`src/rtl/be_lane_unit.sv`:
```
module be_lane_unit #(
  parameter int AW = 32
) (
  input  logic          clk,
  input  logic          rst_n,
  input  logic          req,
  input  logic          wr,
  input  logic [1:0]    size,
  input  logic          ld_unsigned,
  input  logic [AW-1:0] addr,
  input  logic [31:0]   wdata,
  input  logic [31:0]   mem_rdata,
  output logic [AW-3:0] mem_addr,
  output logic          mem_we,
  output logic [3:0]    mem_be,
  output logic [31:0]   mem_wdata,
  output logic [31:0]   ld_data,
  output logic          ld_valid,
  output logic          err
);
  localparam logic [1:0] SZ_B = 2'd0;
  localparam logic [1:0] SZ_H = 2'd1;
  localparam logic [1:0] SZ_W = 2'd2;

  logic [1:0]  off;
  logic        mis;
  logic [3:0]  be;
  logic [31:0] wd;
  logic [7:0]  bsel;
  logic [15:0] hsel;
  logic [31:0] ext;

  assign off      = addr[1:0];
  assign mem_addr = addr[AW-1:2];

  always_comb begin
    case (size)
      SZ_B:    mis = 1'b0;
      SZ_H:    mis = off[0];
      SZ_W:    mis = |off;
      default: mis = 1'b1;
    endcase
  end

  always_comb begin
    case (size)
      SZ_B: begin
        be = 4'b1000 >> off;
        wd = {4{wdata[7:0]}};
      end
      SZ_H: begin
        be = off[1] ? 4'b0011 : 4'b1100;
        wd = {2{wdata[15:0]}};
      end
      default: begin
        be = 4'b1111;
        wd = wdata;
      end
    endcase
  end

  assign mem_be    = (req && !mis) ? be : 4'b0000;
  assign mem_we    = req && wr && !mis;
  assign mem_wdata = wd;

  always_comb begin
    case (off)
      2'd0:    bsel = mem_rdata[31:24];
      2'd1:    bsel = mem_rdata[23:16];
      2'd2:    bsel = mem_rdata[15:8];
      default: bsel = mem_rdata[7:0];
    endcase
  end

  assign hsel = off[1] ? mem_rdata[15:0] : mem_rdata[31:16];

  always_comb begin
    case (size)
      SZ_B:    ext = {{24{bsel[7] & ~ld_unsigned}}, bsel};
      SZ_H:    ext = {{16{hsel[15] & ~ld_unsigned}}, hsel};
      default: ext = mem_rdata;
    endcase
  end

  always_ff @(posedge clk) begin
    if (!rst_n) begin
      ld_valid <= 1'b0;
      err      <= 1'b0;
      ld_data  <= '0;
    end else begin
      ld_valid <= req && !wr;
      err      <= req && mis;
      ld_data  <= (req && !wr && !mis) ? ext : 32'h0;
    end
  end
endmodule


```
`config.mk`:
```
export PLATFORM = sky130hd
export DESIGN_NAME = be_lane_unit
export DESIGN_NICKNAME = d
export VERILOG_FILES = /design/src/rtl/be_lane_unit.sv
export SDC_FILE = /design/constraint.sdc
export NUM_CORES = 1
export LEC_CHECK = 0
export BUFFER_PORTS_ARGS = -buffer_cell sky130_fd_sc_hd__buf_2
export CORE_UTILIZATION = 35
export CTS_CLUSTER_DIAMETER = 150
export DETAILED_ROUTE_END_ITERATION = 16
export PLACE_DENSITY = 0.73
export SYNTH_ARGS = -nofsm -noshare
export SYNTH_HDL_FRONTEND = slang
export SYNTH_SLANG_ARGS = --single-unit
```
`constraint.sdc`:
```
create_clock -name clk -period 3.3 [get_ports clk]
set_clock_uncertainty 0.2 [all_clocks]
set_input_delay 0.33 -clock clk [delete_from_list [all_inputs] [get_ports clk]]
set_output_delay 0.33 -clock clk [all_outputs]
set_load 0.02 [all_outputs]
```
Word level (Yosys, flattened, before mapping)
Index checks and enable logic that the tools add are counted.
{"block": "word_totals", "reg_bits": 34, "input_bits": 103, "output_inout_bits": 101}
{"block": "op_classes", "eq_ne": 4, "shifts": 1, "muxes": 8, "bitwise": 3, "n_reduce_logical": 12}
{"op": "case mux 32 bit (2 select lines)", "n": 2}
{"op": "case mux 8 bit (3 select lines)", "n": 1}
{"op": "two-way mux 16 bit", "n": 1}
{"op": "two-way mux 4 bit", "n": 2}
{"op": "case mux 4 bit (2 select lines)", "n": 1}
{"op": "logical AND 1 bit", "n": 6}
{"op": "equality test 2 x 1 -> 1 bit (second input constant)", "n": 2}
{"op": "equality test 2 bit (second input constant)", "n": 2}
{"op": "zero test 2 bit", "n": 2}
{"op": ">> shifter 4 x 2 -> 4 bit (first input constant)", "n": 1}
{"op": "case mux 1 bit (3 select lines)", "n": 1}
{"op": "AND 1 bit", "n": 2}
{"op": "zero test 1 bit", "n": 2}
{"op": "AND reduction 2 bit", "n": 1}
{"op": "OR reduction 2 bit", "n": 1}
{"op": "inverter 1 bit", "n": 1}

Depth between registers and ports, before layout
Gate-level depths: netlist (run 1).
{"block": "logic_depth", "depth_word": 5, "mapped_depth": 6, "mapped_depth_nobuf": 3}

Worst setup path before layout (run 1)
Ideal clock, no wire load.
{"block": "synth_path", "kind": "input-to-output", "from": "in addr[0]", "to": "out mem_be[2]", "arrival_ps": 1518, "required_ps": 2770, "slack_ps": 1252, "cell_stages": 5, "path_buffers": 2, "cell_sequence": "buf_2 -> buf_2 -> xor2_1 -> o21ai_0 -> nor3b_1"}
{"block": "synth_via", "elab_chain_cells": 5, "word_cells_on_any_way": 7, "classes_between": "1 x shift; 3 x mux; 3 x reduce/logical"}
{"element": "from (decl)", "line": "10", "rtl": "input logic [AW-1:0] addr,"}
{"element": "OR reduction 2 bit", "line": "40", "rtl": "SZ_W: mis = |off;"}
{"element": "case mux 1 bit (3 select lines)", "line": "37", "rtl": "case (size)"}
{"element": "zero test 1 bit", "line": "62", "rtl": "assign mem_be = (req && !mis) ? be : 4'b0000;"}
{"element": "logical AND 1 bit", "line": "62"}
{"element": "two-way mux 4 bit (*)", "line": "62"}
{"element": "to (decl)", "line": "15", "rtl": "output logic [3:0] mem_be,"}
Mark *: on every way between the ends. The rest lies on a longest branch, timed or not.

Worst setup path in the final report (run 1)
{"block": "layout_path", "from": "in size[1]", "to": "out mem_be[2]"}
{"block": "layout_via", "elab_chain_cells": 5, "word_cells_on_any_way": 8, "classes_between": "2 x eq/ne; 3 x mux; 3 x reduce/logical"}
{"element": "from (decl)", "line": "8", "rtl": "input logic [1:0] size,"}
{"element": "equality test 2 bit (tied with other cells)", "line": "37"}
{"element": "case mux 1 bit (3 select lines)", "line": "37"}
{"element": "zero test 1 bit", "line": "62"}
{"element": "logical AND 1 bit", "line": "62"}
{"element": "two-way mux 4 bit (*)", "line": "62"}
Marks and branches as above.

==> results of run 1 <==
[report_power, final]
group | internal (mW) | total (mW) | switching (mW)
clock | 0.168 | 0.314 | 0.146
sequential | 0.418 | 0.420 | 0.00198
combinational | 0.124 | 0.319 | 0.195
[registers in the layout (all words and copies together), names as in the netlist]
| signal | cells |
|---|---|
| ld_data | 32 |
| err | 1 |
| ld_valid | 1 |
[routing by layer]
metal  up-vias  wire [um]  part of all wire  GRT usage
met2       113       4030              0.48      0.343
met3        28        785             0.094     0.0701
met5         -          0                 0          0
li1       1238          -                 -          -
met1      1203       3310              0.40      0.256
met4         0        211             0.025     0.0909
[per-stage QoR]
| step | utilization | instances |
|---|---|---|
| 3_3_place_gp | 0.432 | 485 |
| 4_1_cts | 0.445 | 493 |
| 3_5_place_dp | 0.432 | 485 |
| 2_1_floorplan | - | 307 |
| 5_1_grt | 0.445 | 493 |
| 6_report | 0.445 | 493 |
[cell families after synthesis]
group / Yosys count
AOI/OAI and AO/OA: 72
xor gates and xnor gates: 1
muxes: 33
buffers and inverters: 72
DFF: 34
and+or+nand+nor: 95
[worst paths after layout]
path  slack, ps  startpoint   endpoint  depth (start not counted)
max         900     size[1]  mem_be[2]                          5
min          90       rst_n        err                          2
[worst max-delay path: cells and delay by family]
| family | cells | cell delay, ps |
|---|---|---|
| compound gates | 1 | 150 |
| buf+inv | 3 | 1170 |
| simple gates | 1 | 200 |
[cell usage in the layout (no fill, tap or decap), types with 7 or more instances in the layout]
cell type  Yosys  layout
buf_2         13     143
a311oi_1      16      16
nor3_1         8       8
a21oi_1        9       9
inv_1          9       9
nor2_1        15      15
mux2i_1       10      10
mux2_2        16      16
o21ai_0       11      11
mux4_2         7       7
dfxtp_1       34      34
nand2_1       59      59
a21boi_0      16      16
a221oi_1       8       8
[final cells by class]
| class | instances | share of cell area |
|---|---|---|
| clock inverter | 1 | 0.00164 |
| inverter | 9 | 0.0111 |
| multi-input combinational | 201 | 0.458 |
| clock buffer | 7 | 0.0282 |
| tap | 96 | 0.0393 |
| timing repair buffer | 145 | 0.239 |
| sequential | 34 | 0.223 |
==> results.toml, run 1 <==
[clock_network]
cts_hold_buf = 0
cts_made_buffers = 5
cts.sinks = 34
cts.clk_slew.worst_paths_ps = 70
ctsResizeCount = 0
h-tree-depth = 2
cts_buffer_depth = 2
cts_root_buffer = "clkbuf_8"
cts_setup_buffers = 0
cts_tree = "done"

[cells_and_area]
multiInputGateArea_um2 = 1400
diodes = 0
postLayoutCellArea_um2 = 3060
fin_nets = 499
drive_gt1_frac = 0.456
fill_cells = 721
regArea_um2 = 681
syn_to_final_growth_pct = 20.9

[place]
port_buffers = 143
dpl_cell_area_um2 = 2970
gp_congestion = 0.865
post-dp-hpwl_um = 6350
dp_worst_setup_slack_ps = 863

[worst_setup_path]
max_stage_delay_ps = 580
arrival_ps = 1870
cpMaxStageDelayCell = "buf_2"
path_class = "input pin to output port"
critPathMaxFanout = 41
start_kind = "input pin"
path_common_cell = "buf_2"
cp_data_required_time_ps = 2770
worstSetupEndpointType = "output port"
crit_chain = "buf_2 > buf_4 > o21ai_0 > nor3b_1 > buf_2"

[global_route]
first_global_vias = 2326
grt_antenna_before_repair = 0
grt_max_degree = 42
track_usage = 0.212
grt_pass1_wl_um = 12000
gr-total-overflow = 0

[run_status]
outcome = "completed"

[timing]
rsz0062_at_grt = "no"
relSlewSlack = 0.469
fin_hold_ws_ps = 86.6
clock.fmax_mhz = 416
worst_slack_ps = 897
finalSetupTns_ps = 0
tightest_slew_ps = 793
finalHoldViolCount = 0
slew_viol_final = 0
post-route-min-period_ps = 2400
finalSetupViolCount = 0
finalCritPeriodShare = 0.728

[floorplanning]
initial_core_util = 0.368
die_w_um = 87
dieArea_um2 = 7570
die_y_um = 87
io_pins = 204
core_area_um2 = 6870
fp-row-count = 30

[run]
drv_cap = 0

[logic_synthesis]
synth_fa_ha_area_frac = 0
yosys.area.top_type = "dfxtp_1"
synthArstFlopShare = 0
syn-num-nets = 410
syn_inst = 307
avgSynthCellArea_um2 = 8.24
yosys.area_share.simple = 0.163
synthMuxAreaShare = 0.173
synth_ff_type = "dfxtp_1"
yosysTopAreaCellShare = 0.269
synth_top_family_by_area = "compound AO/OA/AOI/OAI gates"
yosysSeqAreaShare = 0.269
yosysWarnings = 0
yosys_register_bits = 34
synth_edf_count = 0
ys_top_cells_by_count = "nand2_1, buf_4, dfxtp_1"
synth_most_common_cell = "nand2_1"
ys_types = 35
yosys.area_share.xor_xnor = 0.00346
ys_top_cells_by_area = "dfxtp_1, buf_4, nand2_1, mux2_2, mux4_2"
synth-compound-area-share = 0.212
netlist_area_um2 = 2530

[drt]
vias_per_cell = 5.24
drc_errors = 0
firstDrtPassIters = 4
dr_total_vias = 2582
drtIter0Drc = 220
ant_nets = 0
wire_per_inst_um = 16.9
drt-total-wl_um = 8340

[power]
leakage_nw = 1.51
ir_drop_v = 0.000116
power_density_nw_per_um2 = 344
power_mw = 1.05

[hold_path]
hp-class = "input pin to flop"
Power figures use the tool's default switching activity.
==> run 2: changes to the inputs <==
--- a/config.mk
+++ b/config.mk
@@ -5,11 +5,12 @@
 export SDC_FILE = /design/constraint.sdc
 export NUM_CORES = 1
 export LEC_CHECK = 0
+export ABC_AREA = 1
 export BUFFER_PORTS_ARGS = -buffer_cell sky130_fd_sc_hd__buf_2
 export CORE_UTILIZATION = 35
 export CTS_CLUSTER_DIAMETER = 150
 export DETAILED_ROUTE_END_ITERATION = 16
-export PLACE_DENSITY = 0.73
+export PLACE_DENSITY = 0.74
 export SYNTH_ARGS = -nofsm -noshare
 export SYNTH_HDL_FRONTEND = slang
 export SYNTH_SLANG_ARGS = --single-unit
==> constraint.sdc (replaced) <==
create_clock -name clk -period 2.23 [get_ports clk]
set_clock_uncertainty 0.2 [all_clocks]
set_input_delay 0.223 -clock clk [delete_from_list [all_inputs] [get_ports clk]]
set_output_delay 0.223 -clock clk [all_outputs]
set_load 0.02 [all_outputs]
==> results.toml, run 2 <==
[drt]
wire_per_inst_um = 13.7
drt-total-wl_um = 8150
drtIter0Drc = 194
ant_nets = 0
drc_errors = 0
vias_per_cell = 4.67
firstDrtPassIters = 5
dr_total_vias = 2790

[logic_synthesis]
synth_most_common_cell = "nand2_1"
yosys_register_bits = 34
synthArstFlopShare = 0
avgSynthCellArea_um2 = 6.25
yosys.area.top_type = "dfxtp_1"
ys_top_cells_by_count = "nand2_1, buf_4, inv_1, dfxtp_1, nand3_1"
syn-num-nets = 501
yosysSeqAreaShare = 0.274
ys_types = 27
synth_ff_type = "dfxtp_1"
syn_inst = 398
netlist_area_um2 = 2490
yosysTopAreaCellShare = 0.274
yosysWarnings = 0
ys_top_cells_by_area = "dfxtp_1, nand2_1, buf_4, nand3_1, inv_1"
synth_edf_count = 0

[run]
drv_cap = 0

[cells_and_area]
max_flop_register = "ld_data"
largest_register_ffs = 32
final_cell_mix = "nand2_1, buf_2, inv_1"
fill_cells = 744
drive_gt1_frac = 0.355
fin_nets = 603
multiInputGateArea_um2 = 1230
fin_util = 0.448
top_regs = "ld_data (32), err (1), ld_valid (1)"
final_common_cell = "nand2_1"
regArea_um2 = 681
syn_to_final_growth_pct = 22.9
diodes = 0

[global_route]
gr-total-overflow = 0
track_usage = 0.217
grt_max_degree = 26
grt_antenna_before_repair = 0
grt_pass1_wl_um = 12700
first_global_vias = 2537

[timing]
finalSetupTns_ps = 0
finalCritPeriodShare = 0.932
relSlewSlack = 0.666
worst_slack_ps = 151
post-route-min-period_ps = 2080
tightest_slew_ps = 501
finalSetupViolCount = 0
slew_viol_final = 0
clock.fmax_mhz = 481
rsz0062_at_grt = "no"
finalHoldViolCount = 0

[worst_setup_path]
arrival_ps = 1660
path_class = "input pin to output port"
worstSetupEndpointType = "output port"
start_kind = "input pin"
cp_data_required_time_ps = 1810
critPathMaxFanout = 18

[place]
post-dp-hpwl_um = 6560
gp_congestion = 0.968
dp_worst_setup_slack_ps = 174
port_buffers = 143

[clock_network]
cts_buffer_depth = 2
cts_root_buffer = "clkbuf_8"
cts_setup_buffers = 0
h-tree-depth = 2
cts.sinks = 34
cts_made_buffers = 5
cts_tree = "done"
cts.clk_slew.worst_paths_ps = 80

[power]
ir_drop_v = 0.000177
leakage_nw = 1.87
power_density_nw_per_um2 = 506

[floorplanning]
core_area_um2 = 6830
io_pins = 204
die_y_um = 86.3
fp-row-count = 30
dieArea_um2 = 7450
die_w_um = 86.3
initial_core_util = 0.364

[run_status]
outcome = "completed"

[hold_path]
hp-class = "input pin to flop"
==> run 2: final timing paths <==
check / endpoint / startpoint / cells past startpoint / slack (ps)
hold / removal: err / req / 3 / 10
setup / recovery: mem_be[0] / size[1] / 6 / 150
==> run 2: layout make-up <==
cell class,count,area share
Tap cell,96,0.0393
Clock buffer,6,0.0270
Clock inverter,2,0.00409
Sequential cell,34,0.222
Timing Repair Buffer,148,0.248
Multi-Input combinational cell,267,0.401
Inverter,44,0.0581
==> run 2: what timing repair did <==
item,CTS,global route
hold buffers,2,0
resized for setup,0,0
endpoints found under the hold margin,2,0
==> run 2: cells by family after synthesis <==
logic type | Yosys count | synth area share
and+or+nand+nor | 209 | 0.356
buffers and inverters | 97 | 0.233
DFF | 34 | 0.274
AOI/OAI and AO/OA | 58 | 0.137
==> run 2: worst max-delay path, stage by stage <==
cell,delay [ps]
buf_2,240
clkinv_4,200
nand2_4,210
inv_1,220
a211oi_1,330
buf_2,230
==> run 2: where the power goes <==
part           internal [mW]  total (mW)  switching, mW
Combinational          0.158       0.455          0.297
Sequential             0.617       0.619        0.00225
Clock                  0.248       0.474          0.226
==> run 2: routing by layer <==
layer | share of wire | GRT usage | wire length, um | vias up
li1 | - | - | - | 1410
met1 | 0.43 | 0.282 | 3510 | 1222
met2 | 0.45 | 0.349 | 3700 | 118
met3 | 0.075 | 0.0352 | 611 | 40
met4 | 0.041 | 0.111 | 336 | 0
met5 | 0 | 0 | 0 | -
==> run 2: metrics by stage <==
step                      area [um2]  instances  hold slack, ps  power, mW
after floorplan                 2490        398             148      0.992
after global placement          2940        587             246       1.08
after detailed placement        2940        587             246       1.08
after CTS                       3060        597            9.85       1.56
after global routing            3060        597            44.7       1.62
final                           3060        597            14.4       1.55
==> run 3: changes to the inputs <==
--- a/config.mk
+++ b/config.mk
@@ -10,7 +10,7 @@
 export CORE_UTILIZATION = 35
 export CTS_CLUSTER_DIAMETER = 150
 export DETAILED_ROUTE_END_ITERATION = 16
-export PLACE_DENSITY = 0.74
+export PLACE_DENSITY = 0.81
 export SYNTH_ARGS = -nofsm -noshare
 export SYNTH_HDL_FRONTEND = slang
 export SYNTH_SLANG_ARGS = --single-unit
==> results.toml, run 3 (synthesized netlist as in run 2, its figures left out) <==
[run_status]
outcome = "completed"

[power]
p_sw_frac = 0.346
seqPwrFrac = 0.396
p_sw_mw = 0.541
power.internal_mw = 1.02
leakage_nw = 1.86
ir_drop_v = 0.000227
combPwrFrac = 0.294
power_frac_clock = 0.309
power_density_nw_per_um2 = 512

[clock_network]
cts_made_buffers = 5
cts.clk_slew.worst_paths_ps = 70
cts.sinks = 34
cts_tree = "done"
cts_buffer_depth = 2
ctsResizeCount = 0
cts_root_buffer = "clkbuf_8"
h-tree-depth = 2
cts_setup_buffers = 0
cts_hold_buf = 2

[timing]
finalSetupViolCount = 0
relSlewSlack = 0.662
clock.fmax_mhz = 524
slew_viol_final = 0
finalCritPeriodShare = 0.856
rsz0062_at_grt = "no"
finalSetupTns_ps = 0
finalHoldViolCount = 0
tightest_slew_ps = 507
post-route-min-period_ps = 1910

[floorplanning]
die_w_um = 86.3
core_area_um2 = 6830
die_y_um = 86.3
initial_core_util = 0.364
fp-row-count = 30
dieArea_um2 = 7450
io_pins = 204

[run]
drv_cap = 0

[worst_setup_path]
worstSetupStartpoint = "size[1]"
start_kind = "input pin"
arrival_ps = 1490
path_class = "input pin to output port"
cp_data_required_time_ps = 1810
critPathMaxFanout = 18
worstSetupEndpointType = "output port"

[cells_and_area]
largest_register_ffs = 32
syn_to_final_growth_pct = 22.6
diodes = 0
max_flop_register = "ld_data"
final_cell_mix = "nand2_1, buf_2, inv_1"
fin_nets = 602
top_regs = "ld_data (32), err (1), ld_valid (1)"
fin_cells = 596
final_common_cell = "nand2_1"
drive_gt1_frac = 0.354

[place]
dp.cells = 586
port_buffers = 143
post-dp-hpwl_um = 6570
gp_congestion = 1.04

[global_route]
gr-total-overflow = 0
first_global_vias = 2554
grt_max_degree = 28
track_usage = 0.217
grt_antenna_before_repair = 0
grt_pass1_wl_um = 12700

[drt]
ant_nets = 0
vias_per_cell = 4.87
firstDrtPassIters = 5
wire_per_inst_um = 14.0
drt-total-wl_um = 8330
drtIter0Drc = 204
dr_total_vias = 2900
drc_errors = 0

[hold_path]
min_from = "req"
hp-class = "input pin to flop"
==> run 3: final cells by class <==
cell class	instances	area [um2]
Multi-Input combinational cell	267	1230
Fill cell	736	3780
Tap cell	96	120
Clock inverter	2	12.5
Clock buffer	6	82.6
Timing Repair Buffer	147	751
Inverter	44	178
Sequential cell	34	681
==> run 3: power by group through the flow <==
stage | Sequential (mW) | Clock [mW] | Combinational (mW)
finish | 0.619 | 0.484 | 0.460
global route | 0.620 | 0.505 | 0.497
CTS | 0.619 | 0.483 | 0.452
detailed placement | 0.633 | 0 | 0.446
global placement | 0.633 | 0 | 0.443
floorplan | 0.646 | 0 | 0.346
==> run 3: metrics by stage <==
stage / power [mW] / hold WS [ps] / setup slack, ps / utilization / cell area (um2)
final: 1.56 / 8.18 / 322 / 0.447 / 3050
after global routing: 1.62 / 26.8 / 221 / 0.447 / 3050
after CTS: 1.55 / 3.73 / 317 / 0.447 / 3050
after detailed placement: 1.08 / 246 / 325 / 0.430 / 2940
after global placement: 1.08 / 246 / 311 / 0.430 / 2940
after floorplan: 0.992 / 148 / 505 / - / 2490
==> run 3: final timing paths <==
kind | end | slack [ps] | cells past startpoint
setup / recovery | mem_be[0] | 320 | 6
hold / removal | err | 8 | 3
==> run 3: per-layer routing <==
| metal | wire length, um | global-route usage | share of wire |
|---|---|---|---|
| met5 | 0 | 0 | 0 |
| met3 | 705 | 0.0352 | 0.085 |
| met1 | 3470 | 0.285 | 0.42 |
| met2 | 3770 | 0.348 | 0.45 |
| met4 | 380 | 0.105 | 0.046 |
==> run 3: critical path, stage by stage <==
cell	delay [ps]
buf_2	180
clkinv_4	170
nand2_4	200
inv_1	210
a211oi_1	280
buf_2	220
